## src/rtl/spim_pkg.sv

```systemverilog
package spim_pkg;
  localparam int unsigned MAX_W = 32;

  function automatic int unsigned word_bits(input logic [1:0] ws);
    case (ws)
      2'd0:    return 8;
      2'd1:    return 16;
      default: return 32;
    endcase
  endfunction

  function automatic logic [MAX_W-1:0] word_mask(input logic [1:0] ws);
    return {MAX_W{1'b1}} >> (MAX_W - word_bits(ws));
  endfunction

  function automatic int unsigned fifo_cap(input logic [1:0] ws, input logic deep,
                                           input int unsigned bytes);
    return deep ? bytes / (word_bits(ws) / 8) : 1;
  endfunction

  function automatic logic rx_irq_eval(input logic [1:0] mode, input int unsigned cnt,
                                       input int unsigned cap);
    case (mode)
      2'd0:    return cnt == 0;
      2'd1:    return cnt != 0;
      2'd2:    return 2 * cnt >= cap;
      default: return cnt >= cap;
    endcase
  endfunction

  function automatic logic tx_irq_eval(input logic [1:0] mode, input int unsigned cnt,
                                       input int unsigned cap, input logic busy);
    case (mode)
      2'd0:    return (cnt == 0) && !busy;
      2'd1:    return cnt == 0;
      2'd2:    return 2 * (cap - cnt) >= cap;
      default: return cnt < cap;
    endcase
  endfunction
endpackage

```

## src/rtl/spim_fifo.sv

```systemverilog
module spim_fifo #(
  parameter int unsigned DEPTH = 16,
  parameter int unsigned W = 32,
  localparam int unsigned AW = $clog2(DEPTH),
  localparam int unsigned CW = AW + 1
) (
  input  logic          clk,
  input  logic          rst_n,
  input  logic          flush,
  input  logic [CW-1:0] cap,
  input  logic          push,
  input  logic [W-1:0]  din,
  input  logic          pop,
  output logic [W-1:0]  dout,
  output logic [CW-1:0] count,
  output logic          full,
  output logic          empty
);
  logic [W-1:0]  mem [DEPTH];
  logic [AW-1:0] wp, rp;
  logic          do_push, do_pop;

  assign full    = count >= cap;
  assign empty   = count == '0;
  assign do_push = push && !full;
  assign do_pop  = pop && !empty;
  assign dout    = mem[rp];

  always_ff @(posedge clk) begin
    if (do_push) mem[wp] <= din;
  end

  always_ff @(posedge clk or negedge rst_n) begin
    if (!rst_n) begin
      wp <= '0; rp <= '0; count <= '0;
    end else if (flush) begin
      wp <= '0; rp <= '0; count <= '0;
    end else begin
      if (do_push) wp <= (wp == AW'(DEPTH - 1)) ? '0 : wp + 1'b1;
      if (do_pop)  rp <= (rp == AW'(DEPTH - 1)) ? '0 : rp + 1'b1;
      if (do_push && !do_pop)      count <= count + 1'b1;
      else if (do_pop && !do_push) count <= count - 1'b1;
    end
  end


  fifo_cap_chk: assert property (@(posedge clk) disable iff (!rst_n || flush)
    count <= cap);
endmodule

```

## src/rtl/spim_shifter.sv

```systemverilog
module spim_shifter import spim_pkg::*; #(
  parameter int unsigned BAUD_W = 9,
  localparam int unsigned HC_W = $clog2(2 * MAX_W)
) (
  input  logic             clk,
  input  logic             rst_n,
  input  logic             run,
  input  logic             clear,
  input  logic [1:0]       ws,
  input  logic             cpol,
  input  logic             chg_trail,
  input  logic             smp_end,
  input  logic [BAUD_W-1:0] baud,
  input  logic             tx_avail,
  input  logic [MAX_W-1:0] tx_word,
  input  logic             miso,
  output logic             tx_take,
  output logic             rx_put,
  output logic [MAX_W-1:0] rx_word,
  output logic             busy,
  output logic             sck,
  output logic             mosi
);
  logic [BAUD_W-1:0] dcnt;
  logic [HC_W-1:0]   hcnt;
  logic [MAX_W-1:0]  tsh, rsh, rsh_next;
  logic [HC_W-1:0]   last_half;
  logic              tick, sample_now, word_done;

  assign last_half  = HC_W'(2 * word_bits(ws) - 1);
  assign tick       = busy && (dcnt == baud);
  assign sample_now = tick && (hcnt[0] == smp_end);
  assign word_done  = tick && (hcnt == last_half);
  assign rsh_next   = sample_now ? {rsh[MAX_W-2:0], miso} : rsh;
  assign rx_word    = rsh_next & word_mask(ws);
  assign rx_put     = word_done;
  assign tx_take    = !busy && run && tx_avail;
  assign sck        = busy ? (cpol ^ (hcnt[0] ^ ~chg_trail)) : cpol;
  assign mosi       = busy && tsh[MAX_W-1];

  always_ff @(posedge clk or negedge rst_n) begin
    if (!rst_n) begin
      busy <= 1'b0; dcnt <= '0; hcnt <= '0; tsh <= '0; rsh <= '0;
    end else if (clear) begin
      busy <= 1'b0; dcnt <= '0; hcnt <= '0; tsh <= '0; rsh <= '0;
    end else if (tx_take) begin
      busy <= 1'b1;
      dcnt <= '0;
      hcnt <= '0;
      rsh  <= '0;
      tsh  <= (tx_word & word_mask(ws)) << (MAX_W - word_bits(ws));
    end else if (busy) begin
      rsh <= rsh_next;
      if (tick) begin
        dcnt <= '0;
        if (word_done) busy <= 1'b0;
        else           hcnt <= hcnt + 1'b1;
        if (hcnt[0]) tsh <= tsh << 1;
      end else begin
        dcnt <= dcnt + 1'b1;
      end
    end
  end
endmodule

```

## src/rtl/spi_lvl_master.sv

```systemverilog
module spi_lvl_master import spim_pkg::*; #(
  parameter int unsigned FIFO_BYTES = 16,
  parameter int unsigned BAUD_W = 9,
  localparam int unsigned CW = $clog2(FIFO_BYTES) + 1
) (
  input  logic              clk,
  input  logic              rst_n,
  input  logic              en,
  input  logic              master_en,
  input  logic              cpol,
  input  logic              chg_trail,
  input  logic              smp_end,
  input  logic [1:0]        wsize,
  input  logic              deep_buf,
  input  logic [1:0]        rx_mode,
  input  logic [1:0]        tx_mode,
  input  logic              hw_ss_en,
  input  logic [BAUD_W-1:0] baud,
  input  logic              tx_push,
  input  logic [31:0]       tx_data,
  input  logic              rx_pop,
  output logic [31:0]       rx_data,
  input  logic              err_clr,
  input  logic              miso,
  output logic              sck,
  output logic              mosi,
  output logic              ss_n,
  output logic [CW-1:0]     tx_level,
  output logic [CW-1:0]     rx_level,
  output logic              rx_empty,
  output logic              rx_ovf,
  output logic              rx_unf,
  output logic              rx_irq,
  output logic              tx_irq
);
  logic [CW-1:0] cap;
  logic [31:0]   tx_head, rx_word;
  logic          tx_full, tx_empty, rx_full;
  logic          tx_take, rx_put, busy;

  assign cap = CW'(fifo_cap(wsize, deep_buf, FIFO_BYTES));

  spim_fifo #(.DEPTH(FIFO_BYTES), .W(MAX_W)) u_txq (
    .clk, .rst_n, .flush(!en), .cap,
    .push(tx_push && en), .din(tx_data), .pop(tx_take),
    .dout(tx_head), .count(tx_level), .full(tx_full), .empty(tx_empty));

  spim_fifo #(.DEPTH(FIFO_BYTES), .W(MAX_W)) u_rxq (
    .clk, .rst_n, .flush(!en), .cap,
    .push(rx_put), .din(rx_word), .pop(rx_pop && en),
    .dout(rx_data), .count(rx_level), .full(rx_full), .empty(rx_empty));

  spim_shifter #(.BAUD_W(BAUD_W)) u_eng (
    .clk, .rst_n, .run(en && master_en), .clear(!en),
    .ws(wsize), .cpol, .chg_trail, .smp_end, .baud,
    .tx_avail(!tx_empty), .tx_word(tx_head), .miso,
    .tx_take, .rx_put, .rx_word, .busy, .sck, .mosi);

  always_ff @(posedge clk or negedge rst_n) begin
    if (!rst_n) begin
      rx_ovf <= 1'b0; rx_unf <= 1'b0;
    end else if (!en || err_clr) begin
      rx_ovf <= 1'b0; rx_unf <= 1'b0;
    end else begin
      if (rx_put && rx_full)   rx_ovf <= 1'b1;
      if (rx_pop && rx_empty)  rx_unf <= 1'b1;
    end
  end

  assign ss_n   = !(hw_ss_en && en && !tx_empty);
  assign rx_irq = en && rx_irq_eval(rx_mode, int'(rx_level), int'(cap));
  assign tx_irq = en && tx_irq_eval(tx_mode, int'(tx_level), int'(cap), busy);


  ovf_cause_chk: assert property (@(posedge clk) disable iff (!rst_n)
    (rx_ovf && !$past(rx_ovf)) |-> $past(rx_put && rx_full && en));

  unf_cause_chk: assert property (@(posedge clk) disable iff (!rst_n)
    (rx_unf && !$past(rx_unf)) |-> $past(rx_pop && rx_empty && en));

  disable_flush_chk: assert property (@(posedge clk) disable iff (!rst_n)
    !en |=> (tx_level == '0 && rx_level == '0 && !busy));

  start_gate_chk: assert property (@(posedge clk) disable iff (!rst_n)
    tx_take |-> (en && master_en && tx_level != '0));
endmodule

```

## config.mk

```make
export PLATFORM = sky130hd
export DESIGN_NAME = spi_lvl_master
export DESIGN_NICKNAME = d
export VERILOG_FILES = /design/src/rtl/spim_pkg.sv /design/src/rtl/spim_fifo.sv /design/src/rtl/spim_shifter.sv /design/src/rtl/spi_lvl_master.sv
export SDC_FILE = /design/constraint.sdc
export NUM_CORES = 1
export LEC_CHECK = 0
export ABC_AREA = 1
export BUFFER_PORTS_ARGS = -buffer_cell sky130_fd_sc_hd__buf_2
export CAP_MARGIN = 20
export CORE_MARGIN = 2
export CORE_UTILIZATION = 25
export DETAILED_ROUTE_END_ITERATION = 8
export SLEW_MARGIN = 20
export SYNTH_ARGS = -nofsm -noshare
export SYNTH_HDL_FRONTEND = slang
export SYNTH_SLANG_ARGS = --single-unit
```

## constraint.sdc

```tcl
create_clock -name clk -period 14.5 [get_ports clk]
set_clock_uncertainty 0.2 [all_clocks]
set_input_delay 1.45 -clock clk [delete_from_list [all_inputs] [get_ports clk]]
set_output_delay 1.45 -clock clk [all_outputs]
set_load 0.05 [all_outputs]
```

Word level (Yosys, flattened, before mapping)
Memories as Yosys holds them, arrays and structs flattened.
Cells that the tools add are included.
- bits of input ports: 60
- output and inout port bits: 50
- register bits after elaboration: 108
- memories kept: 2
- memory bits (writable): 1024
- bitwise operators: 5
- $lt $le $gt $ge: 6
- eq/ne operators: 22
- $add $sub $neg: 14
- shifts and indexed selects: 3
- div/mod/pow operators: 1
- reduce and logical (&&, ||, !) cells: 46
- mux-type cells: 56
- memory list (name ; depth ; width ; rd ports ; clocked after memory_dff ; write ports ; line ; text):
    u_rxq.mem ; 16 ; 32 ; 1 ; 0 ; 1 ; spim_fifo.sv:19 ; logic [W-1:0] mem [DEPTH];
    u_txq.mem ; 16 ; 32 ; 1 ; 0 ; 1 ; spim_fifo.sv:19 ;
- operators by type and width (operator ; count):
    $mux W32 ; 11
    $and A32 B32 Y32 ; 2
    $shr A32 B32 Y32 const A ; 2
    $mux W4 ; 12
    $mux W9 ; 4
    $mux W5 ; 7
    $div A5 B29 Y32 const A ; 1
    $ge A32 B5 Y1 ; 1
    $shl A32 B32 Y32 ; 1
    $sub A6 B32 Y32 const A ; 1
    $mux W6 ; 5
    $logic_and A1 B1 Y1 ; 24
    $add A4 B1 Y4 const B ; 4
    $eq A4 B4 Y1 const B ; 4
    $ge A5 B5 Y1 ; 3
    $ne A3 B1 Y1 const B ; 5
    $mux W1 ; 14
    $pmux W6 S2 ; 1
    $logic_not A1 Y1 ; 11
    $add A5 B1 Y5 const B ; 2
    $logic_not A5 Y1 ; 2
    $sub A5 B1 Y5 const B ; 2
    $add A9 B1 Y9 const B ; 1
    $eq A9 B9 Y1 ; 1
    other kinds (20) ; 32

Logic depth before layout (Yosys ltp)
Gate-level depths: netlist of run 1.
- depth after elaboration: 12
- depth in mapped cells: 38
- depth with buffers taken out: 36

Cells and area by module
Synthesis of run 1 repeated with hierarchy kept, for this count alone.
- cell total of the unflattened synthesis: 4093
- area, all modules: 47956.0 µm²
- modules (own cells, without submodules) (module ; instances ; sequential area each (µm²) ; cells an instance ; area an instance (µm²)):
    spim_fifo at u_rxq ; 1 ; 15700.1 ; 1559 ; 20764.9
    spim_fifo at u_txq ; 1 ; 15700.1 ; 1557 ; 20758.7
    spim_shifter ; 1 ; 2001.9 ; 793 ; 5248.8
    spi_lvl_master ; 1 ; 50.0 ; 184 ; 1183.6

Worst setup path after synthesis of run 1
No wires, ideal clock.
- kind: input -> output
- from: in wsize[1]
- to: out rx_irq
- data required time: 12.850 ns
- setup slack: 6.654 ns
- data arrival time: 6.196 ns
- stages: 30
- path through: nor2_4 -> inv_4 -> clkbuf_1 -> clkbuf_1 -> ha_1 -> inv_2 -> clkbuf_1 -> ha_1 -> inv_1 -> nand3_1 -> nand2_2 -> nand3_4 -> nand2_1 -> nand2_2 -> nor2_4 -> nand3_1 -> nand3_1 -> nand3_1 -> nand4_1 -> o21bai_1 -> nand3_1 -> nand2_2 -> ha_1 -> o21a_1 -> o21a_1 -> o21ai_1 -> nand2_1 -> a21oi_1 -> o211a_1 -> nor3_1
- longest elaborated chain between the ends: 7
- ends and longest elaborated chain (element ; line ; text):
    from (decl) ; spi_lvl_master.sv:13 ; input logic [1:0] wsize,
    $eq A2 B1 Y1 / $logic_not A2 Y1 (equally long branches) ; spim_pkg.sv:5 ; case (ws)
    $pmux W6 S2 (*) ; -- ;
    $div A5 B29 Y32 (*) ; spim_pkg.sv:18 ; return deep ? bytes / (word_bits(ws) / 8) : 1;
    $mux W5 (*) ; spim_pkg.sv:18 ;
    $ge A6 B5 Y1 / $ge A5 B5 Y1 (equally long branches) ; spim_pkg.sv:26, spim_pkg.sv:27 ;
    $pmux W1 S3 (*) ; spim_pkg.sv:23 ; case (mode)
    $logic_and A1 B1 Y1 (*) ; spi_lvl_master.sv:71 ; assign rx_irq = en && rx_irq_eval(rx_mode, int'(rx_level), int'(cap));
    to (decl) ; spi_lvl_master.sv:33 ; output logic rx_irq,
Every way passes the cells marked *; elsewhere a longest branch is shown, timed or not.

Final worst setup path of run 1
- from: in wsize[1]
- to: out tx_irq
- longest elaborated chain between the ends: 8
- ends and longest elaborated chain (element ; line ; text):
    $eq A2 B1 Y1 / $logic_not A2 Y1 (equally long branches) ; spim_pkg.sv:5 ;
    $pmux W6 S2 (*) ; -- ;
    $div A5 B29 Y32 (*) ; spim_pkg.sv:18 ;
    $mux W5 (*) ; spim_pkg.sv:18 ;
    $sub A5 B5 Y6 ; spim_pkg.sv:36 ; 2'd2: return 2 * (cap - cnt) >= cap;
    $ge A32 B5 Y1 ; spim_pkg.sv:36 ;
    $pmux W1 S3 (*) ; spim_pkg.sv:33 ; case (mode)
    $logic_and A1 B1 Y1 (*) ; spi_lvl_master.sv:72 ; assign tx_irq = en && tx_irq_eval(tx_mode, int'(tx_level), int'(cap), busy);
    to (decl) ; spi_lvl_master.sv:34 ; output logic tx_irq
Marked as above.

==> flow_summary.json, run 1 <==
{
  "r2r_cells": 11,
  "yosysSeqAreaShare_pct": 72.7,
  "syn_area_um2": 46000,
  "critPathMaxFanout": 28,
  "io-pin-count": 110,
  "synth_ff_type": "edfxtp_1",
  "cp.arrival_ns": 7.17,
  "worstMarginPinSlew_ns": 1.19,
  "drive_gt1_share_pct": 11.2,
  "clockRootBuffer": "clkbuf_16",
  "holdPathStages": 2,
  "clkTransAtPathRegs_ns": 0.06,
  "worstSkewPairLatency_ns": 0.72,
  "yosys.area.top_type_share_pct": 66.8,
  "die_width_um": 433,
  "drt-initial-drc-count": 2960,
  "num_vias": 30100,
  "syn_inst": 3688,
  "final_cells": 6310,
  "p_leak_uw": 0.0176,
  "area_growth_pct": 15.4,
  "placedCellCount": 6103,
  "start_util_pct": 25.1,
  "status": "complete, no violations",
  "vias_per_cell": 4.78,
  "ys_async_sr_fraction_pct": 9.54,
  "max_slew_margin_pct": 20.7,
  "core_um2": 183000,
  "yosys.cell_types.count": 56,
  "critPathRequiredTime_ns": 12.85,
  "grt_use_met1_pct": 17.0,
  "finalCriticalPeriod_ns": 8.82,
  "cap_viol_max_count": 0,
  "numPortBuffers": 109,
  "grt_antenna_before_repair": 24,
  "synth_top_area_cell": "edfxtp_1",
  "grt_max_degree": 135,
  "syn_area_per_cell_um2": 12.5,
  "grt_most_used_layer": "met2",
  "yosys-top-cells-area": "edfxtp_1 67%, dfrtp_1 5.9%, nor2_1 4.1%",
  "ant_nets": 0,
  "setup_tns_ns": 0,
  "max_stage_delay_ns": 1.03,
  "grt_pass1_vias": 29000,
  "final_nets": 3858,
  "powerDensity_nw_per_um2": 146,
  "post-route-period-util_pct": 60.8,
  "die_y_um": 433,
  "cts.path.max_buffers": 3,
  "slew_viol_final": 0,
  "numCtsBuffers": 109,
  "hold_viol": 0,
  "crit_path_top_delay_cell": "ha_1",
  "hold_buffers": 0,
  "hpwlAfterDp_um": 70300,
  "synth_nets": 3793,
  "first_pass_iters": 6,
  "cts_sinks": 1132,
  "overflow": 0,
  "rsz0062_at_grt": "false",
  "max_freq_mhz": 113,
  "synth-edff-count": 1024,
  "wl_per_cell_um": 19.3,
  "hold_path_class": "reg -> reg",
  "row_count": 157,
  "cts-htree-levels": 3,
  "yosysWarnings": 0,
  "post_cts_buffers": 0,
  "critPathCaptureType": "output port",
  "dieArea_um2": 188000,
  "gp_congestion": 0.816,
  "cts_tree": "done",
  "max-vdd-ir-drop_v": 0.000118,
  "globalRouteMet2Util_pct": 20.8,
  "drc": 0,
  "crit_top_cell": "nand2_1",
  "finalSetupViolations": 0,
  "worstSetupPathType": "in -> out",
  "ys_ff_latch": 1132,
  "grtUsageTotal_pct": 12.7,
  "routed_wl_um": 122000,
  "cts-resized-gates": 0,
  "grt_first_pass_wirelength_um": 183000,
  "grt_use_met3_pct": 2.38,
  "worst_setup_path_start_kind": "input pin"
}
[final timing paths]
kind                                  to  slack [ns]           start
max in group asynchronous    u_txq.rp[1]       12.13           rst_n
min                        u_eng.tsh[19]        0.30   u_eng.tsh[19]
max                               tx_irq        5.68        wsize[1]
min reg2reg                u_eng.tsh[19]        0.30   u_eng.tsh[19]
min in group asynchronous  u_eng.dcnt[7]        0.51           rst_n
max reg2reg                u_eng.tsh[15]        9.97  u_txq.count[0]
[flip-flops by register name, indices dropped and copies added, names as in the netlist]
name	cells
u_eng.busy	1
u_txq.mem	512
u_eng.tsh	32
rx_ovf	1
rx_unf	1
u_eng.hcnt	6
u_txq.wp	4
u_txq.count	5
u_rxq.mem	512
u_rxq.rp	4
u_txq.rp	4
u_rxq.wp	4
u_eng.rsh	32
u_rxq.count	5
u_eng.dcnt	9
[placed cells by master, fill, tap and decap left out, drive strengths merged, types with 8 or more instances in the layout]
master / count
nand4: 38
o221ai: 90
xnor2: 9
buf: 184
o21ai: 506
clkbuf: 136
nor2: 506
dfrtp: 108
inv: 139
nor3: 43
a21oi: 117
ha: 42
a31oi: 8
o211ai: 16
clkinv: 49
edfxtp: 1024
o22ai: 131
nand2: 448
xor2: 10
a221oi: 45
nand3: 131
[cells by family (layout without fill, tap and decap cells)]
kind of cell | after synthesis | after routing | synth area share (%)
compound gates | 953 | 953 | 12.2
buf+inv | 364 | 517 | 3.00
xor+xnor | 19 | 19 | 0.362
flops | 1132 | 1132 | 72.7
fa+ha+maj | 45 | 45 | 1.27
other cells | 0 | 5 | 0
mux | 2 | 2 | 0.0435
simple gates | 1173 | 1173 | 10.4
[stage by stage]
step	power [uW]	instance area [um^2]	setup WS [ns]	util, %	hold slack, ns
2_1_floorplan	4640	46000	6.65	-	0.249
3_3_place_gp	5070	49600	5.86	27.1	0.268
3_5_place_dp	5090	49700	5.80	27.1	0.278
4_1_cts	7800	53000	5.78	29.0	0.300
5_1_grt	8070	53100	5.17	29.0	0.329
6_report	7750	53100	5.68	29.0	0.301
[per-layer routing]
layer,wire [um],vias to the layer above
met3,8370,213
met1,52100,15100
li1,-,13800
met5,95,-
met4,2890,14
met2,58200,1026
[critical path, delay by kind of cell]
kind,cells,cell delay [ns]
and+or+nand+nor,18,2.01
adders and majority gates,3,1.75
buffers and inverters,6,1.24
AOI/OAI and AO/OA,3,0.48
xor gates and xnor gates,1,0.18
[synth_stat cells, types with 3 or more instances]
cell and instances:
edfxtp_1 1024, nor2_1 502, nand2_1 442, o21ai_0 369
clkbuf_1 205, o21ai_1 137, o22ai_1 131, nand3_1 129
a21oi_1 116, dfrtp_1 108, inv_1 104, o221ai_1 90
a221oi_1 45, nor3_1 43, ha_1 42, nand4_1 38
inv_2 27, o211ai_1 16, buf_1 14, buf_2 11
xor2_1 10, xnor2_1 9, a31oi_1 8, o31ai_1 7
nand2_2 6, a22o_1 4, a32oi_1 4, o21a_1 4
a211oi_1 3, a32o_1 3, fa_1 3, o32ai_1 3
[final cells by class]
| type | count | area (um^2) |
|---|---|---|
| diodes | 5 | 12.5 |
| clock buffers | 136 | 2850 |
| clock inverters | 63 | 503 |
| fillers | 18600 | 130000 |
| inverters | 134 | 517 |
| multi-input cells | 2192 | 11500 |
| flip-flops and latches | 1132 | 33500 |
| well taps | 2464 | 3080 |
| repair buffers | 184 | 1200 |
[report_power, final]
| group | leakage (uW) | internal [uW] | switching, uW |
|---|---|---|---|
| sequential | 0.0105 | 3580 | 65.3 |
| clock | 0.00163 | 1490 | 1230 |
| combinational | 0.00550 | 355 | 1020 |
Power figures use the tool's default switching activity.
==> run 2: changes to the inputs <==
==> constraint.sdc (replaced) <==
create_clock -name clk -period 8.85 [get_ports clk]
set_clock_uncertainty 0.2 [all_clocks]
set_input_delay 0.885 -clock clk [delete_from_list [all_inputs] [get_ports clk]]
set_output_delay 0.885 -clock clk [all_outputs]
set_load 0.05 [all_outputs]
==> run 2 against run 1 <==
Against the previous run:
- clock-buffer cell count down 12
- final cell count about the same
- first-iteration DRC count up 17%
- global-route usage up 0.64 points
- sequential power up 64%
- setup slack worse by 3.9 ns
- combinational power up 68%
==> flow_summary.json, run 2 (synthesis results as in run 1) <==
{
  "core_um2": 183000,
  "drc": 0,
  "numCtsBuffers": 109,
  "num_vias": 30300,
  "pre_cts_ws_ns": 1.52,
  "worstSetupPathType": "in -> out",
  "max_freq_mhz": 141,
  "max_stage_delay_ns": 0.43,
  "max-vdd-ir-drop_v": 0.000163,
  "post_cts_buffers": 0,
  "status": "complete, no violations",
  "crit_top_cell": "nand2_1",
  "grt_pass1_vias": 29600,
  "rsz0062_at_grt": "false",
  "cap_viol_max_count": 0,
  "first_pass_iters": 5,
  "row_count": 157,
  "slew_viol_final": 0,
  "dieArea_um2": 188000,
  "cts_sinks": 1132,
  "cts-htree-levels": 3,
  "setup_slack_ns": 1.76,
  "final_nets": 3859,
  "drive_gt1_share_pct": 11.6,
  "fillCellCount": 18600,
  "critPathRequiredTime_ns": 7.77,
  "seq_area_um2": 33500,
  "setup_tns_ns": 0,
  "grt_first_pass_wirelength_um": 191000,
  "drt-initial-drc-count": 3456,
  "worstSkewPairLatency_ns": 0.75,
  "finalSetupViolations": 0,
  "p_leak_uw": 0.0178,
  "hpwlAfterDp_um": 76500,
  "clockRootBuffer": "clkbuf_16",
  "cts-resized-gates": 0,
  "hold_path_class": "in -> reg",
  "worst_setup_path_start_kind": "input pin",
  "max_slew_margin_pct": 25.4,
  "grtUsageTotal_pct": 13.3,
  "cp.arrival_ns": 6.00,
  "routed_wl_um": 128000,
  "post-route-period-util_pct": 80.1,
  "clkTransAtPathRegs_ns": 0.07,
  "wl_per_cell_um": 20.2,
  "crit_path_top_delay_cell": "fa_1",
  "area_growth_pct": 16.5,
  "start_util_pct": 25.1,
  "vias_per_cell": 4.80,
  "overflow": 0,
  "reg_top3": "u_rxq.mem x512, u_txq.mem x512",
  "grt_max_degree": 209,
  "io-pin-count": 110,
  "mostFrequentLayoutCells": "1024 x edfxtp_1, 453 x nor2_1, 440 x nand2_1",
  "cts_tree": "done",
  "gp_congestion": 0.833,
  "finalCriticalPeriod_ns": 7.09,
  "power_uw": 13000,
  "cts.path.max_buffers": 3,
  "hold_viol": 0,
  "final_common_cell": "edfxtp_1",
  "critPathMaxFanout": 28,
  "critPathCaptureType": "output port",
  "numPortBuffers": 109,
  "ant_nets": 0,
  "grt_antenna_before_repair": 16,
  "die_y_um": 433,
  "worstMarginPinSlew_ns": 1.12,
  "die_width_um": 433,
  "powerDensity_nw_per_um2": 242,
  "multiInputGateArea_um2": 11500
}
run 2: cell count changes in the layout (fill, tap and decap cells not counted), sizes merged:
cell / change
clkinvlp: +2
inv: -4
dlygate4sd3: +1
bufinv: +5
clkinv: +11
clkbuf: -12
run 2: layout make-up:
cell class	instances	area share, %
inverter	134	0.964
timing repair buffer	185	2.70
tap	2464	5.75
clock inverter	77	1.44
antenna	5	0.0233
multi-input combinational	2192	21.4
clock buffer	124	5.25
sequential	1132	62.4
run 2: worst paths after layout:
path	from	end	depth (start not counted)	slack [ns]
max in group asynchronous	rst_n	u_txq.rp[1]	3	6.51
hold reg to reg	u_eng.tsh[18]	u_eng.tsh[18]	2	0.29
min in group asynchronous	rst_n	u_eng.dcnt[2]	2	0.51
setup reg to reg	u_txq.rp[1]	u_eng.tsh[26]	12	4.21
setup / recovery	wsize[1]	tx_irq	35	1.76
hold / removal	rx_pop	rx_unf	3	0.21
run 2: per-stage QoR:
step | util [%] | hold slack, ns | std cells | instance area, um^2
final | 29.3 | 0.211 | 6313 | 53600
after detailed placement | 27.3 | 0.270 | 6103 | 49900
after floorplan | - | 0.249 | 3688 | 46000
after CTS | 29.2 | 0.150 | 6305 | 53500
after global placement | 27.1 | 0.265 | 6089 | 49600
after global routing | 29.3 | 0.198 | 6311 | 53600
run 2: where the power goes:
part	switching, uW	total (uW)	internal [uW]
clock	2090	4690	2590
sequential	110	5980	5870
combinational	1720	2320	596
total	3920	13000	9050
run 2: routing by layer:
metal / routed length (um) / global-route usage (%) / vias to the layer above
met3: 8670 / 2.30 / 228
met4: 3230 / 3.87 / 6
li1: - / - / 13800
met5: 41 / 0 / -
met1: 54900 / 17.9 / 15200
met2: 60700 / 21.9 / 1124
run 2: repair_timing:
action,in CTS,in global routing
hold buffers,1,0
endpoints found under the setup margin,0,0
hold endpoints to repair,41,0
run 2: critical path: cells and delay by family:
family,cells,cell delay [ns]
buffers and inverters,8,1.56
xor gates and xnor gates,1,0.18
AOI/OAI and AO/OA,2,0.29
adders and majority gates,4,1.39
and+or+nand+nor,20,1.71
